File: src/rtl/hbridge_ctrl.sv
module hbridge_ctrl #(
  parameter int LEGS = 2
) (
  input  logic            clk,
  input  logic            rst_n,
  input  logic            in1,
  input  logic            in2,
  input  logic            dis_hi,
  input  logic            enable,
  input  logic            short_evt,
  input  logic            hot_evt,
  output logic [LEGS-1:0] hs_en,
  output logic [LEGS-1:0] ls_en,
  output logic            hiz,
  output logic            sleep,
  output logic            fault_n
);

  typedef enum logic [1:0] {LV_OFF = 2'd0, LV_HI = 2'd1, LV_LO = 2'd2} lvl_t;

  logic            dis_q, en_q, fault_q;
  logic            clear, block, trip;
  logic [LEGS-1:0] cmd;

  assign cmd   = {in2, in1};
  assign trip  = short_evt | hot_evt;
  assign clear = (dis_q & ~dis_hi) | (~en_q & enable);
  assign block = dis_hi | ~enable | fault_q;

  always_ff @(posedge clk or negedge rst_n) begin
    if (!rst_n) begin
      dis_q   <= 1'b0;
      en_q    <= 1'b1;
      fault_q <= 1'b0;
    end else begin
      dis_q   <= dis_hi;
      en_q    <= enable;
      fault_q <= trip | (fault_q & ~clear);
    end
  end

  generate
    for (genvar g = 0; g < LEGS; g++) begin : g_leg
      lvl_t cur, tgt;

      always_comb tgt = block ? LV_OFF : (cmd[g] ? LV_HI : LV_LO);

      always_ff @(posedge clk or negedge rst_n) begin
        if (!rst_n)
          cur <= LV_OFF;
        else if (cur != LV_OFF && tgt != LV_OFF && tgt != cur)
          cur <= LV_OFF;
        else
          cur <= tgt;
      end

      assign hs_en[g] = ~block & (cur == LV_HI);
      assign ls_en[g] = ~block & (cur == LV_LO);

      a_r4_dead_time_hl: assert property (@(posedge clk) disable iff (!rst_n)
        hs_en[g] |=> !ls_en[g]);
      a_r4_dead_time_lh: assert property (@(posedge clk) disable iff (!rst_n)
        ls_en[g] |=> !hs_en[g]);
    end
  endgenerate

  assign hiz     = ~|{hs_en, ls_en};
  assign sleep   = ~enable;
  assign fault_n = ~fault_q;

  a_r3_no_shoot_through: assert property (@(posedge clk) disable iff (!rst_n)
    (hs_en & ls_en) == '0);
  a_r5_disable_off: assert property (@(posedge clk) disable iff (!rst_n)
    dis_hi |-> (hs_en == '0 && ls_en == '0));
  a_r6_enable_low_off: assert property (@(posedge clk) disable iff (!rst_n)
    !enable |-> (hs_en == '0 && ls_en == '0 && sleep));
  a_r8_short_latches: assert property (@(posedge clk) disable iff (!rst_n)
    short_evt |=> !fault_n);
  a_r9_hot_latches: assert property (@(posedge clk) disable iff (!rst_n)
    hot_evt |=> !fault_n);
  a_r8_fault_blocks: assert property (@(posedge clk) disable iff (!rst_n)
    !fault_n |-> hiz);
  a_r10_clear_by_toggle: assert property (@(posedge clk) disable iff (!rst_n)
    $rose(fault_n) |-> (($past(dis_hi, 2) && !$past(dis_hi)) ||
                        (!$past(enable, 2) && $past(enable))));

endmodule

File: config.mk
export PLATFORM = sky130hd
export DESIGN_NAME = hbridge_ctrl
export DESIGN_NICKNAME = d
export VERILOG_FILES = /design/src/rtl/hbridge_ctrl.sv
export SDC_FILE = /design/constraint.sdc
export NUM_CORES = 1
export LEC_CHECK = 0
export BUFFER_PORTS_ARGS = -buffer_cell sky130_fd_sc_hd__buf_2
export CAP_MARGIN = 5
export CORE_AREA = 2 2 39 41
export CTS_BUF_LIST = sky130_fd_sc_hd__clkbuf_8
export CTS_CLUSTER_DIAMETER = 40
export DETAILED_ROUTE_END_ITERATION = 12
export DIE_AREA = 0 0 41 43
export HOLD_SLACK_MARGIN = 0.1
export MAX_ROUTING_LAYER = met4
export PLACE_DENSITY = 0.57
export SETUP_SLACK_MARGIN = 0.5
export SLEW_MARGIN = 15
export SYNTH_ARGS = -nofsm -noshare
export SYNTH_HDL_FRONTEND = slang
export SYNTH_SLANG_ARGS = --single-unit
File: constraint.sdc
create_clock -name clk -period 2.25 [get_ports clk]
set_input_delay 0.45 -clock clk [delete_from_list [all_inputs] [get_ports clk]]
set_output_delay 0.45 -clock clk [all_outputs]
set_load 0.01 [all_outputs]
---- Word-level counts from Yosys, hierarchy flattened ----
Cells that the tools add are included.
Widths: inputs -> output; s select.
storage, ports and cells
  register bits ........................... 7
  input bits .............................. 8
  output and inout bits ................... 7
  logic and storage cells ................. 45
cells by class
  equality and inequality tests ........... 6
  muxes and demuxes ....................... 6
  bitwise logic cells ..................... 18
  reduce and logical (&&, ||, !) cells .... 10
operator list
  kind                count
  $mux 2              6
  $reduce_bool 2->1   4
  $and 1x1->1         7
  $not 1->1           6
  $or 1x1->1          5
  $eq 2x1->1 const B  2
  $eq 2x2->1 const B  2
  $logic_and 1x1->1   4
  $ne 2x2->1          2
  $reduce_or 4->1     1
  $logic_not 1->1     1

---- Longest topological paths before layout ----
  word-level depth ........................ 8
  depth in mapped cells ................... 3
  depth with buffers taken out ............ 2

---- Worst setup path after synthesis ----
No wires, ideal clock.
  path kind ............................... input to output
  start point ............................. in dis_hi
  end point ............................... out ls_en[0]
  arrival time ............................ 1.213 ns
  data required time ...................... 1.800 ns
  slack ................................... 0.587 ns
  cell stages on the path ................. 3
  path buffers ............................ 1
  cells stage by stage .................... or3b_1 > buf_6 > nor3b_2
between the ends
  cells in the longest elaborated chain, start to end .. 4
RTL lines
  item                     line  RTL
  start: declaration       8     input logic dis_hi,
  $or 1x1->1 (2 in a row)  28    assign block = dis_hi | ~enable | fault_q;
  $not 1->1                58    assign ls_en[g] = ~block & (cur == LV_LO);
  $and 1x1->1              58
  end: declaration         13    output logic [LEGS-1:0] ls_en,
Every way passes these cells.

---- Worst setup path after layout ----
  start point ............................. reg fault_q
  end point ............................... out hiz
between the ends
  cells in the longest elaborated chain, start to end .. 5
RTL lines
  item                            line    RTL
  start: declaration              21      logic dis_q, en_q, fault_q;
  start signal: assignment        38      fault_q <= trip | (fault_q & ~clear);
  $or 1x1->1 (*)                  28
  $not 1->1 (*)                   57, 58
  $and 1x1->1 (on tied branches)  57, 58
  $reduce_or 4->1 (*)             67      assign hiz = ~|{hs_en, ls_en};
  $logic_not 1->1 (*)             67
  end: declaration                14      output logic hiz,
Every way passes the cells marked *; elsewhere a longest branch is shown, timed or not.

==> flow_summary.rst <==
.. list-table::
   :header-rows: 1

   * - Metric
     - Value
   * - Core Region
     - 1380 sq um
   * - End of the worst register-to-register path
     - g_leg[1].cur[0]$_DFF_PN0_
   * - Syn Std Cell Area
     - 339 sq um
   * - Setup violations, final
     - 0
   * - Port Buffers
     - 14
   * - Most used cells in the layout excluding fill and tap cells
     - sky130_fd_sc_hd__buf_2, sky130_fd_sc_hd__nor3b_2, sky130_fd_sc_hd__dfrtp_1
   * - Fmax achieved
     - 0.556 GHz
   * - Detail-routed net length per standard cell
     - 8.87 microns
   * - Sequential area share after synthesis
     - 0.520
   * - Gp weighted congestion
     - 0.609
   * - Number of cells traversed by the worst hold path
     - 1
   * - Die Ht
     - 43 microns
   * - Worst R2R Setup Slack
     - 1060 ps
   * - Final wirelength
     - 550 microns
   * - Final total negative setup slack
     - 0 ps
   * - HPWL Detailed
     - 419 microns
   * - Most area-consuming cells after synthesis
     - sky130_fd_sc_hd__dfrtp_1, sky130_fd_sc_hd__nor3b_2, sky130_fd_sc_hd__dfstp_2
   * - R2R Path Start
     - fault_q$_DFF_PN0_
   * - Fin. Hold Viols
     - 0
   * - Classification of the worst-slack hold path
     - input port to register
   * - Count of final max-slew check failures
     - 0
   * - Most common cell after layout, fill and taps aside
     - sky130_fd_sc_hd__buf_2
   * - Crit path required time
     - 1800 ps
   * - Die Area
     - 1760 sq um
   * - Outcome
     - completed
   * - Multi-input logic area
     - 146 sq um
   * - Initial Utilization
     - 0.245
   * - Worst Hold Endpoint
     - en_q$_DFF_PN1_
   * - Ratio of total power to cell area
     - 642 nW/um^2
   * - Unrepaired setup endpoints after global routing
     - true
   * - Remaining routing DRC violations
     - 0
   * - Mean instance size in the synthesized netlist
     - 13.6 sq um
   * - Fraction of synthesized cell area taken by the top area cell type
     - 0.443
   * - Clock buffers created by TritonCTS
     - 3
   * - Pwr Total
     - 0.000324 W
   * - Starting DRT DRC Count
     - 2
   * - Critical hold path startpoint
     - enable
   * - Root buf cell
     - sky130_fd_sc_hd__clkbuf_8
   * - Deepest level of the CTS H-tree
     - 1
   * - Startpoint kind of the worst setup timing path
     - register
   * - TritonCTS clock tree
     - built
   * - Routed Antenna Nets
     - 0
   * - Flop and latch count out of synthesis
     - 7
   * - GRT Residual Overflow
     - 0
   * - Final critical-path share of the clock period
     - 0.799
   * - Top Ports
     - 15
   * - Category of the most critical setup path
     - register to output port
   * - Post-synth top area cell
     - sky130_fd_sc_hd__dfrtp_1
   * - Vias post-DR
     - 254
   * - Vias in the first global route
     - 230
   * - First-pass GRT wire length
     - 890 microns
   * - CTS clk-pin slew, worst paths
     - 40 ps
   * - Initial antenna violation count
     - 0
   * - Area occupied by registers
     - 176 sq um
   * - Worst-Margin Slew
     - 167 ps
   * - Data arrival time at the worst-slack endpoint
     - 1350 ps
   * - Total number of placement rows
     - 14
   * - Largest fanout on the critical path
     - 7
   * - Die span in x
     - 41 microns
   * - Maximum number of buffers from clock root to sink
     - 2
   * - Ant diodes
     - 0
   * - Synth warnings
     - 0
   * - Post-route clock skew
     - 1.51 ps
   * - Maximum number of pins on one net before global-route repair
     - 9
   * - Fraction of layout cells with a size suffix above 1
     - 0.630
   * - Static leakage
     - 0.234 nW
   * - Synthesized netlist cell count
     - 25
   * - NumNets Final
     - 55
   * - Number of iterations in the first detailed-routing pass
     - 4
   * - Path depth of the worst reg2reg path
     - 3
   * - Worst rel slew slack
     - 0.888
   * - Worst-Skew Late Latency
     - 220 ps
   * - GRT Resource Usage Total
     - 0.0862
   * - Number of fill cells
     - 140
   * - Area Growth Syn to Fin
     - 48.7%
   * - Net count after synthesis
     - 33
   * - Clock net sink count
     - 7
   * - Avg Vias per Cell
     - 4.10
   * - Post-synthesis cell type count
     - 12
   * - Final critical path time including I/O delays and setup
     - 1800 ps
   * - Worst vdd ir
     - 0.238 mV
   * - Kind of capture point of the worst setup path
     - output port
   * - Max-cap violations
     - 0
## worst max path at each step
| stage | from | endpoint | depth (start not counted) | slack [ps] |
|---|---|---|---|---|
| 2_1_floorplan | dis_hi | ls_en[0] | 3 | 590 |
| 3_3_place_gp | dis_hi | hiz | 4 | 320 |
| 3_5_place_dp | dis_hi | hiz | 4 | 300 |
| 4_1_cts | fault_q$_DFF_PN0_ | hiz | 3 | 410 |
| 5_1_grt | fault_q$_DFF_PN0_ | ls_en[0] | 3 | 380 |
| 6_report | fault_q$_DFF_PN0_ | hiz | 3 | 450 |
## layer usage
metal / global-route usage / vias to the layer above / part of all wire
li1: - / 127 / -
met1: 0.103 / 110 / 0.50
met2: 0.0969 / 15 / 0.38
met3: 0.0471 / 2 / 0.11
met4: 0.0800 / 0 / 0.011
met5: - / - / 0
## power breakdown
| part | internal [W] | switching, W | leakage [nW] |
|---|---|---|---|
| Sequential | 0.000131 | 0.00000211 | 0.0874 |
| Clock | 0.000118 | 0.0000503 | 0.0269 |
| Combinational | 0.0000132 | 0.00000981 | 0.120 |
## stage by stage
stage	area [sq um]	utilization	worst slack [ps]	cells	hold slack (ps)
floorplan	339	-	587	25	154
global placement	418	0.302	318	54	290
detailed placement	418	0.302	299	54	293
CTS	497	0.359	406	61	343
global route	504	0.364	384	62	339
finish	504	0.364	452	62	350
## worst max-delay path: stages (launching register included)
cell and delay, ps:
sky130_fd_sc_hd__dfrtp_1 370, sky130_fd_sc_hd__or3b_4 430, sky130_fd_sc_hd__a21o_2 210, sky130_fd_sc_hd__buf_6 110
## kinds of logic after synthesis
kind of cell           after synthesis  synth area share
XOR/XNOR                             2            0.0517
flip-flops                           7             0.520
AO/OA/AOI/OAI                        2            0.0554
buffers and inverters                3            0.0554
AND/OR/NAND/NOR                     11             0.317
## cells in the mapped netlist
cell type / count
sky130_fd_sc_hd__or3b_1: 1
sky130_fd_sc_hd__dfstp_2: 1
sky130_fd_sc_hd__nand2b_1: 1
sky130_fd_sc_hd__or2b_1: 1
sky130_fd_sc_hd__a21o_2: 1
sky130_fd_sc_hd__nor3_1: 2
sky130_fd_sc_hd__nor3b_2: 6
sky130_fd_sc_hd__xnor2_1: 2
sky130_fd_sc_hd__a311o_1: 1
sky130_fd_sc_hd__dfrtp_1: 6
sky130_fd_sc_hd__inv_1: 2
sky130_fd_sc_hd__buf_6: 1
## state kept, by name, summed over array words and instances, names as in the netlist
name,count
dis_q,1
g_leg.cur,4
en_q,1
fault_q,1
## cell type report
cell class,count,share of cell area
flip-flops and latches,7,0.350
multi-input cells,15,0.290
repair buffers,18,0.216
clock buffers,3,0.0819
well taps,16,0.0397
inverters,2,0.0149
clock inverters,1,0.00744
## timing repair
item,4_1_cts,5_1_grt
endpoints found under the setup margin,5,5
pin swaps,3,1
setup buffers,2,1
hold buffers,1,0
resized for setup,2,0
hold endpoints to repair,6,0
Power figures use the tool's default switching activity.
